File: src/rtl/bch_fix_pkg.sv
// Shared constants and the state type of the BCH-8 correction applier.
// Assumes a fixed 32-bit word width for the packed location inputs.
package bch_fix_pkg;
    localparam int WORD_W  = 32;
    localparam int CNT_W   = 4;
    localparam int MASK_W  = 8;

    typedef enum logic [1:0] {
        FX_IDLE,
        FX_PICK,
        FX_WRITE,
        FX_FINISH
    } fix_state_e;
endpackage

File: src/rtl/bch_loc_unpack.sv
// Splits the packed location vector into NUM_LOC fields of LOC_W bits and
// XORs each field with 3 to get a data bit index. It also flags each index
// that falls inside the data area (below DATA_BITS).
// Assumes NUM_LOC*LOC_W equals three words plus TOP_W top bits.
module bch_loc_unpack
    import bch_fix_pkg::*;
#(
    parameter int NUM_LOC = 8,
    parameter int LOC_W   = 13,
    parameter int IDX_W   = 12,
    parameter int TOP_W   = 8,
    parameter int DATA_BITS = 4096
) (
    input  logic [WORD_W-1:0]                word0,
    input  logic [WORD_W-1:0]                word1,
    input  logic [WORD_W-1:0]                word2,
    input  logic [TOP_W-1:0]                 top,
    output logic [NUM_LOC-1:0][IDX_W-1:0]    bit_idx,
    output logic [NUM_LOC-1:0]               in_data
);
    localparam int PACK_W = NUM_LOC * LOC_W;

    logic [PACK_W-1:0] packed_locs;

    // Concatenate the words with location 0 in the least significant bits.
    assign packed_locs = {top, word2, word1, word0};

    for (genvar gi = 0; gi < NUM_LOC; gi++) begin : g_loc
        logic [LOC_W-1:0] idx_full;

        // Invert the two low bits to form the data bit index.
        assign idx_full = packed_locs[gi*LOC_W +: LOC_W] ^ LOC_W'(3);

        // Keep only the in-sector index bits and flag a parity-area hit.
        assign bit_idx[gi] = idx_full[IDX_W-1:0];
        assign in_data[gi] = ({{(32-LOC_W){1'b0}}, idx_full} < 32'(DATA_BITS));
    end
endmodule

File: src/rtl/bch_flip_engine.sv
// Sequencer that applies captured bit indices to the sector RAM, one
// read-modify-write per index, in index-slot order. Counts the flips and
// raises done once the captured count has been walked.
// Assumes the RAM returns read data one cycle after mem_rd_en.
module bch_flip_engine
    import bch_fix_pkg::*;
#(
    parameter int NUM_LOC = 8,
    parameter int IDX_W   = 12,
    parameter int ADDR_W  = 9
) (
    input  logic                           clk,
    input  logic                           rst_n,
    input  logic                           start,
    input  logic                           code_ready,
    input  logic [CNT_W-1:0]               err_count,
    input  logic [NUM_LOC-1:0][IDX_W-1:0]  bit_idx,
    input  logic [NUM_LOC-1:0]             in_data,
    output logic [ADDR_W-1:0]              mem_addr,
    output logic                           mem_rd_en,
    input  logic [MASK_W-1:0]              mem_rdata,
    output logic                           mem_wr_en,
    output logic [MASK_W-1:0]              mem_wdata,
    output logic                           done,
    output logic [CNT_W-1:0]               fix_count,
    output logic                           uncorrectable
);
    localparam int SEL_W = (NUM_LOC > 1) ? $clog2(NUM_LOC) : 1;
    localparam int BIT_W = IDX_W - ADDR_W;

    fix_state_e                     state;
    logic [CNT_W-1:0]               slot;
    logic [CNT_W-1:0]               slots_total;
    logic [NUM_LOC-1:0][IDX_W-1:0]  idx_q;
    logic [NUM_LOC-1:0]             ok_q;
    logic [SEL_W-1:0]               sel;
    logic [IDX_W-1:0]               cur_idx;
    logic                           slots_left;

    assign sel        = slot[SEL_W-1:0];
    assign cur_idx    = idx_q[sel];
    assign slots_left = (slot != slots_total);

    // Sequence capture, walk and completion; hold the result until the next run.
    always_ff @(posedge clk) begin
        if (!rst_n) begin
            state         <= FX_IDLE;
            slot          <= '0;
            slots_total   <= '0;
            idx_q         <= '0;
            ok_q          <= '0;
            fix_count     <= '0;
            uncorrectable <= 1'b0;
        end else begin
            case (state)
                FX_IDLE: begin
                    if (start && code_ready) begin
                        idx_q     <= bit_idx;
                        ok_q      <= in_data;
                        slot      <= '0;
                        fix_count <= '0;
                        if (err_count > CNT_W'(NUM_LOC)) begin
                            uncorrectable <= 1'b1;
                            slots_total   <= '0;
                            state         <= FX_FINISH;
                        end else begin
                            uncorrectable <= 1'b0;
                            slots_total   <= err_count;
                            state         <= FX_PICK;
                        end
                    end
                end
                FX_PICK: begin
                    if (!slots_left) begin
                        state <= FX_FINISH;
                    end else if (ok_q[sel]) begin
                        state <= FX_WRITE;
                    end else begin
                        slot <= slot + 1'b1;
                    end
                end
                FX_WRITE: begin
                    slot      <= slot + 1'b1;
                    fix_count <= fix_count + 1'b1;
                    state     <= FX_PICK;
                end
                default: begin
                    state <= FX_IDLE;
                end
            endcase
        end
    end

    // Drive the RAM strobes and the flipped byte from the current slot.
    always_comb begin
        mem_addr  = cur_idx[IDX_W-1:BIT_W];
        mem_rd_en = (state == FX_PICK) && slots_left && ok_q[sel];
        mem_wr_en = (state == FX_WRITE);
        mem_wdata = mem_rdata ^ (MASK_W'(1) << cur_idx[BIT_W-1:0]);
        done      = (state == FX_FINISH);
    end
endmodule

File: src/rtl/bch_fix_applier.sv
// Top of the BCH-8 correction applier: unpacks the decoder's packed error
// locations and applies them to an external sector RAM bit by bit.
// Assumes the sector RAM is byte wide with one cycle of read latency.
module bch_fix_applier
    import bch_fix_pkg::*;
#(
    parameter int SECTOR_BYTES = 512,
    parameter int NUM_LOC      = 8,
    parameter int LOC_W        = 13
) (
    input  logic                         clk,
    input  logic                         rst_n,
    input  logic                         start,
    input  logic                         code_ready,
    input  logic [3:0]                   err_count,
    input  logic [31:0]                  loc_word0,
    input  logic [31:0]                  loc_word1,
    input  logic [31:0]                  loc_word2,
    input  logic [7:0]                   loc_top,
    output logic [$clog2(SECTOR_BYTES)-1:0] mem_addr,
    output logic                         mem_rd_en,
    input  logic [7:0]                   mem_rdata,
    output logic                         mem_wr_en,
    output logic [7:0]                   mem_wdata,
    output logic                         done,
    output logic [3:0]                   fix_count,
    output logic                         uncorrectable
);
    localparam int ADDR_W    = $clog2(SECTOR_BYTES);
    localparam int DATA_BITS = SECTOR_BYTES * 8;
    localparam int IDX_W     = ADDR_W + 3;
    localparam int TOP_W     = NUM_LOC * LOC_W - 3 * WORD_W;

    logic [NUM_LOC-1:0][IDX_W-1:0] bit_idx;
    logic [NUM_LOC-1:0]            in_data;

    bch_loc_unpack #(
        .NUM_LOC   (NUM_LOC),
        .LOC_W     (LOC_W),
        .IDX_W     (IDX_W),
        .TOP_W     (TOP_W),
        .DATA_BITS (DATA_BITS)
    ) u_unpack (
        .word0   (loc_word0),
        .word1   (loc_word1),
        .word2   (loc_word2),
        .top     (loc_top),
        .bit_idx (bit_idx),
        .in_data (in_data)
    );

    bch_flip_engine #(
        .NUM_LOC (NUM_LOC),
        .IDX_W   (IDX_W),
        .ADDR_W  (ADDR_W)
    ) u_engine (
        .clk           (clk),
        .rst_n         (rst_n),
        .start         (start),
        .code_ready    (code_ready),
        .err_count     (err_count),
        .bit_idx       (bit_idx),
        .in_data       (in_data),
        .mem_addr      (mem_addr),
        .mem_rd_en     (mem_rd_en),
        .mem_rdata     (mem_rdata),
        .mem_wr_en     (mem_wr_en),
        .mem_wdata     (mem_wdata),
        .done          (done),
        .fix_count     (fix_count),
        .uncorrectable (uncorrectable)
    );
endmodule

File: config.mk
export PLATFORM = sky130hd
export DESIGN_NAME = bch_fix_applier
export DESIGN_NICKNAME = d
export VERILOG_FILES = /design/src/rtl/bch_fix_pkg.sv /design/src/rtl/bch_loc_unpack.sv /design/src/rtl/bch_flip_engine.sv /design/src/rtl/bch_fix_applier.sv
export SDC_FILE = /design/constraint.sdc
export NUM_CORES = 1
export LEC_CHECK = 0
export ABC_AREA = 1
export BUFFER_PORTS_ARGS = -buffer_cell sky130_fd_sc_hd__buf_2
export CAP_MARGIN = 10
export CELL_PAD_IN_SITES_DETAIL_PLACEMENT = 2
export CELL_PAD_IN_SITES_GLOBAL_PLACEMENT = 2
export CORE_AREA = 4 4 152 154
export DETAILED_ROUTE_END_ITERATION = 8
export DIE_AREA = 0 0 156 158
export PLACE_DENSITY_LB_ADDON = 0.12
export RECOVER_POWER = 100
export SYNTH_ARGS = -nofsm -noshare
export SYNTH_HDL_FRONTEND = slang
export SYNTH_SLANG_ARGS = --single-unit
File: constraint.sdc
create_clock -name clk -period 1.75 [get_ports clk]
set_input_delay 0.35 -clock clk [delete_from_list [all_inputs] [get_ports clk]]
set_output_delay 0.35 -clock clk [all_outputs]
set_load 0.01 [all_outputs]
Word level (Yosys, flattened, before mapping)
Index checks and enable logic that the tools add are counted.

storage, ports and cells
  register bits after elaboration = 119
  logic and storage cells = 70
  output and inout port bits = 25
  input bits = 120

cells by class
  eq/ne operators = 8
  order comparisons = 10
  shift operators = 1
  bitwise operators = 9
  multiplexer cells = 16
  add/sub/neg operators = 2
  reductions and logical operators = 10

operators by type and width
  cell                    count
  $lt A13 B13 Y1 const B  8
  $bmux W12 S3            1
  $mux W4                 4
  $not A2 Y2              8
  $mux W12                1
  $pmux W4 S3             1
  $add A4 B1 Y4 const B   2
  $mux W2                 4
  $pmux W4 S2             1
  $shl A1 B3 Y8 const A   1
  $xor A8 B8 Y8           1
  $pmux W2 S3             1
  $reduce_and A2 Y1       3
  $eq A2 B2 Y1 const B    2
  $gt A4 B4 Y1 const B    1
  $lt A3 B4 Y1 const B    1
  $ne A2 B1 Y1 const B    2
  $ne A4 B4 Y1            1
  $reduce_and A4 Y1       1
  $bmux W1 S3             1
  $logic_and A1 B1 Y1     3
  $ne A3 B3 Y1 const B    1
  $reduce_bool A3 Y1      1
  $eq A2 B1 Y1 const B    1
  4 further kinds         5

Logic depth before layout (Yosys ltp)
Gate-level depths: netlist (run 1).

  depth after elaboration = 5
  gate-level depth with buffers = 12
  gate-level depth less buffers = 11

Cells and area by module
A second synthesis (run 1) with hierarchy kept.

second synthesis, totals
  cells, all modules = 900
  area, all modules = 6,379.9 µm²

modules (own cells, without submodules)
  module           times used  seq. area each (µm²)  cells an instance  area each (µm²)
  bch_flip_engine  1           2,382.3               796                5,689.2
  bch_loc_unpack   1           0.0                   104                690.7

Least setup slack after synthesis (run 1)
Ideal clock, no wire load.

  kind = reg-to-output
  start point = register u_engine.slot[0]
  end point = output mem_addr[7]
  required time = 1.400 ns
  path slack = 0.081 ns
  cell stages (with the launch flop) = 8
  buffers on the path = 3
  arrival = 1.319 ns
  cells stage by stage = dfxtp_1 buf_6 buf_4 clkbuf_1 o21ai_1 nand2_1 nor2_1 a31oi_1

on the way
  longest elaborated chain between the ends = 2

RTL lines
  item                            RTL line               RTL
  start: declaration              bch_flip_engine.sv:32  logic [CNT_W-1:0] slot;
  start signal: assignment        bch_flip_engine.sv:79  slot <= slot + 1'b1;
  start signal: assignment        bch_flip_engine.sv:83  slot <= slot + 1'b1;
  $bmux W12 S3                    bch_flip_engine.sv:41  assign cur_idx = idx_q[sel];
  $mux W12 (implied by the code)  bch_flip_engine.sv:41
  end: declaration                bch_fix_applier.sv:20  output logic [$clog2(SECTOR_BYTES)-1:0] mem_addr,

Every way passes these cells. The select of a mux whose other input is x is not followed.

Worst setup path after layout (run 1)
  start point = register u_engine.slot[0]
  end point = output mem_wdata[7]

on the way
  longest elaborated chain between the ends = 4

RTL lines
  item                            RTL line               RTL
  $bmux W12 S3                    bch_flip_engine.sv:41
  $mux W12 (implied by the code)  bch_flip_engine.sv:41
  $shl A1 B3 Y8                   bch_flip_engine.sv:99  mem_wdata = mem_rdata ^ (MASK_W'(1) << cur_idx[BIT_W-1:0]);
  $xor A8 B8 Y8                   bch_flip_engine.sv:99
  end: declaration                bch_fix_applier.sv:24  output logic [7:0] mem_wdata,

Every way passes these cells. The select of a mux whose other input is x is not followed.

==> flow_summary.toml, run 1 <==
[outcome]
outcome = "complete, but fails checks"
failed_checks = "setup timing"

[synthesis]
syn-instance-count = 792
synth_area_leaders = "dfxtp_1 43%, a21oi_1 14%, nand2_1 11%, o21ai_0 9.8%, inv_1 5.3%"
synth_top_cell_area_share_pct = 43.0
yosysSeqAreaShare_pct = 43.0
avgSynthCellArea_um2 = 7.00
yosys.area.top_type = "dfxtp_1"
yosys_warnings = 0
ys_types = 31
synth_edf_count = 0
synthMostInstantiatedCell = "nand2_1"
syn-cell-area_um2 = 5550
postSynthNetCount = 919
synth_ff_type = "dfxtp_1"
yosys-top-cells-count = "164 x nand2_1, 154 x a21oi_1, 119 x dfxtp_1"
synthArstFlopShare_pct = 0
ys_ff_latch = 119

[sta]
finalSetupViolCount = 26
worst_slack_ns = -0.510
final_hold_viol_count = 0
grt_setup_unrepaired = "true"
slew_headroom_pct = 69.8
timing.fmax_mhz = 443
fin_skew_ns = 0.00914
finalCritPeriodShare_pct = 129
final.setup.tns_ns = -8.00
whs_ns = 0.106
post-route-min-period_ns = 2.26
slew_violations = 0
worstMarginPinSlew_ns = 0.452

[critical_path]
regToRegStartpoint = "u_engine.state[0]"
critPathCaptureType = "primary output"
r2r_setup_slack_ns = -0.04
cp.arrival_ns = 1.91
worstPathRequired_ns = 1.40
crit_path_max_fanout = 15
critPathLaunch = "u_engine.slot[0]"
crit_type = "flop to primary output"
r2r_cells = 7
reg2reg_to = "u_engine.idx_q[69]"
critPathLaunchType = "flop"

[floorplanning]
core-area_um2 = 21700
io_pins = 145
die_w_um = 156
die_y_um = 158
die-area_um2 = 24600
initial_core_util_pct = 25.6
rows = 54

[clock_tree]
cts_tree = "built"
clock_latency_ns = 0.42
holdBufCountCts = 0
root_buffer = "clkbuf_16"
ctsHtreeMaxLevel = 4
cts_sinks = 119
cts_buffers = 17
clkTransAtPathRegs_ns = 0.06
cts_buffer_depth = 2

[pwr]
seq_power_share_pct = 29.9
clock_power_share_pct = 30.3
irDropWorstVdd_mv = 0.513
pwr-share-comb_pct = 39.9
p_sw_uw = 4410
p_sw_share_pct = 38.8
leakage_uw = 0.00319
p_int_uw = 6960
p_per_area_nw_per_um2 = 1510

[route]
drc = 0
drtIter0Drc = 162
viasPerCell = 4.77
firstDrtPassIters = 4
post_drt_wl_per_cell_um = 17.8
vias = 5894
postRouteAntennaNets = 0
finalWirelength_um = 22000

[cells_and_area]
diodes = 0
areaGrowthSynthToFinish_pct = 36.2
final_area_um2 = 7550
layout.nets = 1070
drive_gt1_share_pct = 27.7

[global_route]
grt_pass1_wl_um = 34000
grt_use_total_pct = 17.5
grt_max_degree = 50
grt_pass1_vias = 6500
grt_overflow_total = 0
grt_antenna_before_repair = 0

[hold_path]
min_delay_worst_endpoint = "u_engine.idx_q[49]"
whs_path_depth = 2
hold_path_class = "primary input to flop"
worstHoldStart = "loc_word1[21]"

[place]
dp_slack_ns = -0.227
port_buffers = 144
dp_hpwl_um = 16400
gp_congestion = 0.775
dpl-instance-area_um2 = 6790

[flow_run]
cap_viol_max_count = 0
## registers in the layout, summed over array words and instances, names as in the netlist
signal and flops:
u_engine.fix_count 4, u_engine.idx_q 96, u_engine.ok_q 8, u_engine.slot 4, u_engine.slots_total 4, u_engine.state 2
u_engine.uncorrectable 1
## layout by cell type, fill, tap and decap left out, types with 6 or more instances in the layout
cell type	count
a31oi_1	6
buf_12	9
nor2_1	29
o21ai_0	96
clkbuf_1	7
dfxtp_1	117
clkbuf_16	17
buf_6	7
nand3_1	21
a21oi_2	16
a21oi_1	138
o21ai_1	11
inv_6	8
nand2_1	162
buf_2	137
ha_1	6
inv_1	77
nand2_2	6
buf_4	23
## worst max-delay path, cell delays in order (launching register included)
cell      delay, ns
dfxtp_4        0.38
buf_12         0.16
nand2_2        0.07
o211ai_1       0.09
nand3_1        0.13
o21ai_4        0.08
buf_12         0.14
nor2_4         0.13
nand2_1        0.08
nand2_1        0.06
nand2_1        0.04
buf_2          0.13
## per-layer routing
layer	GRT usage (%)	wire length, µm
met5	0	0
met4	4.25	178
met3	2.98	672
met2	32.8	11700
met1	20.8	9490
## what timing repair did
| action | in CTS | in global routing |
|---|---|---|
| setup buffers | 2 | 0 |
| setup endpoints to repair | 20 | 25 |
| pin swaps | 11 | 3 |
| gates cloned | 0 | 1 |
| resized for setup | 35 | 30 |
## how the worst max path moves through the flow
stage | end | slack [ns] | cells past startpoint
global placement | mem_addr[4] | -0.24 | 8
global route | mem_wdata[7] | -0.63 | 11
detailed placement | mem_addr[4] | -0.23 | 8
finish | mem_wdata[7] | -0.51 | 11
floorplan | mem_addr[7] | 0.08 | 7
CTS | mem_wdata[7] | -0.53 | 11
## stage by stage
stage / utilization (%) / total power, µW / instances
floorplan: - / 5890 / 792
global placement: 31.3 / 7460 / 1201
detailed placement: 31.3 / 7620 / 1201
CTS: 34.5 / 11400 / 1235
global route: 34.8 / 12200 / 1236
finish: 34.8 / 11400 / 1236
## cells by family after synthesis
group,Yosys count,synth area share (%)
adders and majority gates,7,1.58
buffers and inverters,139,10.5
xor gates and xnor gates,2,0.316
and+or+nand+nor,239,17.8
AOI/OAI and AO/OA,286,26.9
DFF,119,43.0
## area by class of cell
cell class | instances | area [µm²]
inverters | 84 | 323
flip-flops and latches | 119 | 2390
clock buffers | 18 | 439
clock inverters | 14 | 138
repair buffers | 187 | 1180
fillers | 2587 | 14100
multi-input cells | 534 | 2730
well taps | 280 | 350
## power groups by stage
stage / Combinational, µW / Sequential (µW) / Clock, µW
after floorplan: 2540 / 3360 / 0
after global placement: 4040 / 3420 / 0
after detailed placement: 4180 / 3440 / 0
after CTS: 4480 / 3400 / 3530
after global routing: 5080 / 3450 / 3670
final: 4530 / 3400 / 3440
Power figures use the tool's default switching activity.
==> inputs of run 2 (changes only) <==
ABC_AREA = not set   (was 1)
CORE_AREA = 2 2 151 153   (was 4 4 152 154)
DIE_AREA = 0 0 153 155   (was 0 0 156 158)
SYNTH_HIERARCHICAL = 1   (was not set)
==> run 2 against run 1 <==
Compared with the run above:
- power down 13%
- the run still ends with setup timing left
- clock-buffer cell count unchanged
- flip-flop and latch count unchanged
- maximum frequency down 17%
- final cell count down 10%
- register-to-register slack worse by 0.17 ns
- critical path type unchanged
- highest routed layer is now met5
- combinational power down 27%
- die area down 3.8%
==> flow_summary.toml, run 2 <==
[sta]
finalCritPeriodShare_pct = 155
grt_setup_unrepaired = "true"
worstMarginPinSlew_ns = 0.481
worst_slack_ns = -0.961
final_hold_viol_count = 0
slew_violations = 0
final.setup.tns_ns = -13.89
post-route-min-period_ns = 2.71
timing.fmax_mhz = 369
slew_headroom_pct = 67.0
finalSetupViolCount = 24
fin_skew_ns = 0.00768
whs_ns = 0.184

[clock_tree]
cts_buffer_depth = 2
clkTransAtPathRegs_ns = 0.06
clock_latency_ns = 0.41
cts_tree = "built"
ctsHtreeMaxLevel = 4
cts_sinks = 119
holdBufCountCts = 0
cts_buffers = 17
root_buffer = "clkbuf_16"

[synthesis]
yosys_warnings = 6
synth_edf_count = 0
ys_ff_latch = 119
synthArstFlopShare_pct = 0
synth_top_family_by_area = "simple AND/OR/NAND/NOR gates"
syn-instance-count = 721
synth_ff_type = "dfxtp_1"
synth_compound_area_share_pct = 15.2
synth_fa_ha_area_share_pct = 1.40
postSynthNetCount = 848
yosys.area.top_type = "dfxtp_1"
synth_top_cell_area_share_pct = 38.0
avgSynthCellArea_um2 = 8.70
yosys-mux-area-fraction_pct = 12.6
ys_types = 42
synth_area_leaders = "dfxtp_1 38%, a21boi_0 13%, nand2_1 13%, buf_4 9.6%, mux4_2 8.6%"
synthMostInstantiatedCell = "nand2_1"
synth-simple-area-share_pct = 16.7
synth_xor_area_share_pct = 1.80
syn-cell-area_um2 = 6270
yosys-top-cells-count = "220 x nand2_1, 119 x dfxtp_1, 110 x a21boi_0"
yosysSeqAreaShare_pct = 38.0

[floorplanning]
core-area_um2 = 22200
die_y_um = 155
die-area_um2 = 23700
die_w_um = 153
rows = 55
io_pins = 145
initial_core_util_pct = 28.2

[route]
post_drt_wl_per_cell_um = 17.7
vias = 5108
finalWirelength_um = 19700
viasPerCell = 4.60
drc = 0
postRouteAntennaNets = 0
firstDrtPassIters = 4
drtIter0Drc = 169

[place]
dp_slack_ns = -0.704
port_buffers = 144
gp_congestion = 0.739
dpl-instance-area_um2 = 6990
dp_hpwl_um = 13600

[pwr]
p_per_area_nw_per_um2 = 1230
irDropWorstVdd_mv = 0.391
leakage_uw = 0.00321

[critical_path]
critPathLaunchType = "flop"
cpMaxStageDelayCell = "mux4_2"
critical-path-top-delay-family = "multiplexers"
crit_buf_inv = 1
worstPathRequired_ns = 1.40
cpPeakStageDelay_ns = 0.56
crit_type = "flop to primary output"
cp_cell_sequence = "mux4_2 -> mux2_4 -> or3_4 -> xnor2_4 -> buf_6"
crit_path_max_fanout = 8
critPathCaptureType = "primary output"
cp.arrival_ns = 2.36

[global_route]
grt_pass1_vias = 5515
grt_antenna_before_repair = 1
grt_use_total_pct = 16.1
grt_overflow_total = 0
grt_pass1_wl_um = 29900
grt_max_degree = 50

[cells_and_area]
diodes = 0
layout.nets = 940
largest_register = "u_engine/idx_q"
areaGrowthSynthToFinish_pct = 28.4
final_area_um2 = 8050
largest_register_ffs = 96
reg.largest.list = "u_engine/idx_q: 96 flops, u_engine/ok_q: 8 flops"
drive_gt1_share_pct = 34.6
fillers = 2490
final_cell_mix = "219 x nand2_1, 126 x buf_2, 116 x dfxtp_1"
final_common_cell = "nand2_1"

[outcome]
failed_checks = "setup timing"
outcome = "complete, but fails checks"

[hold_path]
hold_path_class = "primary input to flop"

[flow_run]
cap_viol_max_count = 0
-- run 2: cell types whose count changed in the layout (fill, tap and decap cells not counted), moves of 12 or more --
| cell | before | now |
|---|---|---|
| a21oi_2 | 16 | 2 |
| nor2_1 | 29 | 3 |
| inv_1 | 77 | 29 |
| buf_6 | 7 | 23 |
| nand2_1 | 162 | 219 |
| a21oi_1 | 138 | 0 |
| o21ai_0 | 96 | 2 |
| nand3_1 | 21 | 9 |
| mux4_2 | 0 | 26 |
| a21boi_0 | 0 | 99 |
-- run 2: logic make-up after synthesis --
group           after synthesis
mux                          42
buf+inv                     155
fa+ha+maj                     7
simple gates                258
flops                       119
compound gates              128
xor+xnor                     12
-- run 2: area by class of cell --
type	count	area [µm²]	area share, %
repair buffers	196	1440	17.9
clock buffers	18	429	5.33
inverters	30	113	1.40
multi-input cells	449	3170	39.4
clock inverters	14	153	1.90
well taps	285	357	4.43
flip-flops and latches	119	2390	29.7
-- run 2: repair_timing --
| action | CTS | global route |
|---|---|---|
| buffers inserted | 5 | 10 |
| gates cloned | 2 | 5 |
| gates resized for setup | 51 | 34 |
| pin swaps | 9 | 12 |
| endpoints found under the setup margin | 28 | 94 |
-- run 2: worst paths after layout --
path | startpoint | to | slack, ns | depth (start not counted)
worst max-delay path | u_engine/slot[2] | mem_wdata[0] | -0.96 | 5
worst min-delay path | loc_word2[20] | u_engine/idx_q[78] | 0.18 | 3
worst max register to register | u_engine/slot[0] | u_engine/slot[2] | -0.21 | 7
worst min register to register | u_engine/idx_q[13] | u_engine/idx_q[13] | 0.46 | 2
-- run 2: per-layer routing --
| metal | wire length [µm] | GRT usage, % | share of wire, % | up-vias |
|---|---|---|---|---|
| met3 | 672 | 4.04 | 3.4 | 10 |
| met1 | 8260 | 18.5 | 42 | 2526 |
| met4 | 111 | 3.57 | 0.56 | 2 |
| met2 | 10600 | 30.1 | 54 | 80 |
| met5 | 7 | 0 | 0.036 | - |
| li1 | - | - | - | 2490 |
-- run 2: per-stage QoR --
| step | std cells | total power [µW] | utilization (%) |
|---|---|---|---|
| finish | 1111 | 9930 | 36.2 |
| global route | 1111 | 10500 | 36.2 |
| CTS | 1098 | 9890 | 35.3 |
| detailed placement | 1059 | 5900 | 31.4 |
| global placement | 1059 | 5790 | 31.4 |
| floorplan | 721 | 4930 | - |
-- run 2: worst register-to-register path, delay by kind of cell, from the launching register on --
| family | cells | cell delay, ns |
|---|---|---|
| AO/OA/AOI/OAI | 3 | 0.49 |
| buffers and inverters | 2 | 0.24 |
| flip-flops | 1 | 0.37 |
| multiplexers | 2 | 0.73 |
-- run 2: power by group --
group	internal, µW	switching (µW)
combinational	1640	1660
sequential	3010	172
clock	2100	1340
==> inputs of run 3 (changes only) <==
CELL_PAD_IN_SITES_DETAIL_PLACEMENT = not set   (was 2)
CELL_PAD_IN_SITES_GLOBAL_PLACEMENT = not set   (was 2)
CORE_AREA = 2 2 122 124   (was 2 2 151 153)
DIE_AREA = 0 0 124 126   (was 0 0 153 155)
==> run 3 against run 2 <==
Compared with the run above:
- the run still ends with setup timing left
- power fell by 7.4%
- final cell count fell by 10%
- design area fell by 4.5%
- clock skew barely moved
- register-to-register slack got worse by 0.25 ns
- worst setup slack got worse by 0.044 ns
- highest routed layer is now met4
- maximum frequency fell by 1.6%
==> flow_summary.toml, run 3 (synthesis results as in run 2) <==
[critical_path]
crit_buf_inv = 2
regToRegStartpoint = "u_engine/slot[0]"
worstPathRequired_ns = 1.40
cpPeakStageDelay_ns = 0.50
r2r_setup_slack_ns = -0.46
critPathLaunchType = "flop"
critical-path-top-delay-family = "multiplexers"
critPathLaunch = "u_engine/slot[2]"
crit_path_max_fanout = 7
critPathCaptureType = "primary output"
cp_cell_sequence = "buf_4 -> mux4_2 -> mux2_4 -> or3_4 -> xnor2_4 -> buf_6"
cp.arrival_ns = 2.40
crit_type = "flop to primary output"
cpMaxStageDelayCell = "mux4_2"

[outcome]
outcome = "complete, but fails checks"
failed_checks = "setup timing"

[clock_tree]
cts_sinks = 119
ctsHtreeMaxLevel = 4
clock_latency_ns = 0.41
clkTransAtPathRegs_ns = 0.05
root_buffer = "clkbuf_16"
cts_buffers = 17
cts_buffer_depth = 2
cts_tree = "built"

[sta]
whs_ns = 0.187
post-route-min-period_ns = 2.75
slew_headroom_pct = 65.9
timing.fmax_mhz = 363
slew_violations = 0
final_hold_viol_count = 0
finalCritPeriodShare_pct = 157
grt_setup_unrepaired = "true"
fin_skew_ns = 0.00759
worstMarginPinSlew_ns = 0.506
finalSetupViolCount = 24
worst_slack_ns = -1.00

[route]
viasPerCell = 4.86
drc = 0
post_drt_wl_per_cell_um = 15.1
firstDrtPassIters = 4
postRouteAntennaNets = 0
drtIter0Drc = 251
finalWirelength_um = 15100
vias = 4856

[place]
dp.cells = 955
dpl-instance-area_um2 = 6840
dp_hpwl_um = 10300
port_buffers = 144
gp_congestion = 0.776

[pwr]
leakage_uw = 0.00311
p_per_area_nw_per_um2 = 1200
report.power.total_uw = 9200
irDropWorstVdd_mv = 0.725

[global_route]
grt_use_total_pct = 19.6
grt_max_degree = 44
grt_pass1_wl_um = 23400
grt_overflow_total = 0
grt_pass1_vias = 4840
grt_antenna_before_repair = 0

[cells_and_area]
instances_no_fill = 1000
fillers = 1401
largest_register = "u_engine/idx_q"
final_common_cell = "nand2_1"
layout.nets = 932
drive_gt1_share_pct = 32.5
largest_register_ffs = 96
multi_input_area_um2 = 3120
diodes = 0
final_area_um2 = 7690
seq_area_um2 = 2390
final_cell_mix = "219 x nand2_1, 127 x buf_2, 116 x dfxtp_1"
reg.largest.list = "u_engine/idx_q: 96 flops, u_engine/ok_q: 8 flops"
areaGrowthSynthToFinish_pct = 22.6

[floorplanning]
die_y_um = 126
io_pins = 145
rows = 44
core-area_um2 = 14300
initial_core_util_pct = 43.8
die-area_um2 = 15600
die_w_um = 124

[hold_path]
hold_path_class = "primary input to flop"
worstHoldStart = "loc_word1[31]"

[flow_run]
cap_viol_max_count = 0
[run 3: cell types whose count changed in the layout (fill, tap and decap cells not counted), moves of 3 or more]
| cell | delta |
|---|---|
| clkinvlp_4 | -4 |
| a21boi_1 | -8 |
| clkbuf_8 | +4 |
| clkbuf_16 | -3 |
| clkbuf_1 | +5 |
| a21boi_0 | +8 |
| buf_4 | -4 |
| clkinv_4 | -4 |
[run 3: metal layers]
metal / wire length, µm / global-route usage, % / part of all wire [%]
met1: 6920 / 25.0 / 46
met3: 767 / 4.57 / 5.1
met4: 139 / 6.87 / 0.92
met2: 7250 / 32.5 / 48
met5: 0 / 0 / 0
[run 3: what timing repair did]
action	4_1_cts	5_1_grt
setup endpoints to repair	25	35
gates resized for setup	39	17
setup buffers	7	7
gates cloned	1	2
pin swaps	6	5
hold buffers	0	0
[run 3: metrics by stage]
step                setup TNS [ns]  setup slack, ns  utilization [%]
finish                      -14.99            -1.00             53.7
global route                -19.08            -1.08             53.7
CTS                         -14.31            -1.02             53.2
detailed placement           -8.53           -0.660             47.8
global placement             -7.75           -0.620             47.8
floorplan                    -2.40           -0.427                -
[run 3: path summary, 6_finish.rpt]
kind,to,depth (start not counted)
hold reg to reg,u_engine/idx_q[59],2
hold / removal,u_engine/idx_q[59],3
setup / recovery,mem_wdata[0],6
setup reg to reg,u_engine/slot[2],10
[run 3: worst min-delay path: stages]
cell	delay, ns
buf_2	0.09
nand2_1	0.04
a21boi_0	0.06
[run 3: cell type report]
type / count / share of cell area (%)
inverter: 30 / 1.46
tap: 184 / 2.99
multi-input combinational: 447 / 40.5
clock buffer: 26 / 6.49
sequential: 119 / 31.1
timing repair buffer: 190 / 17.2
clock inverter: 4 / 0.260
[run 3: report_power, final]
group / internal [µW] / switching [µW] / leakage (µW)
clock: 1930 / 1160 / 0.000260
sequential: 3020 / 177 / 0.000971
combinational: 1470 / 1440 / 0.00188
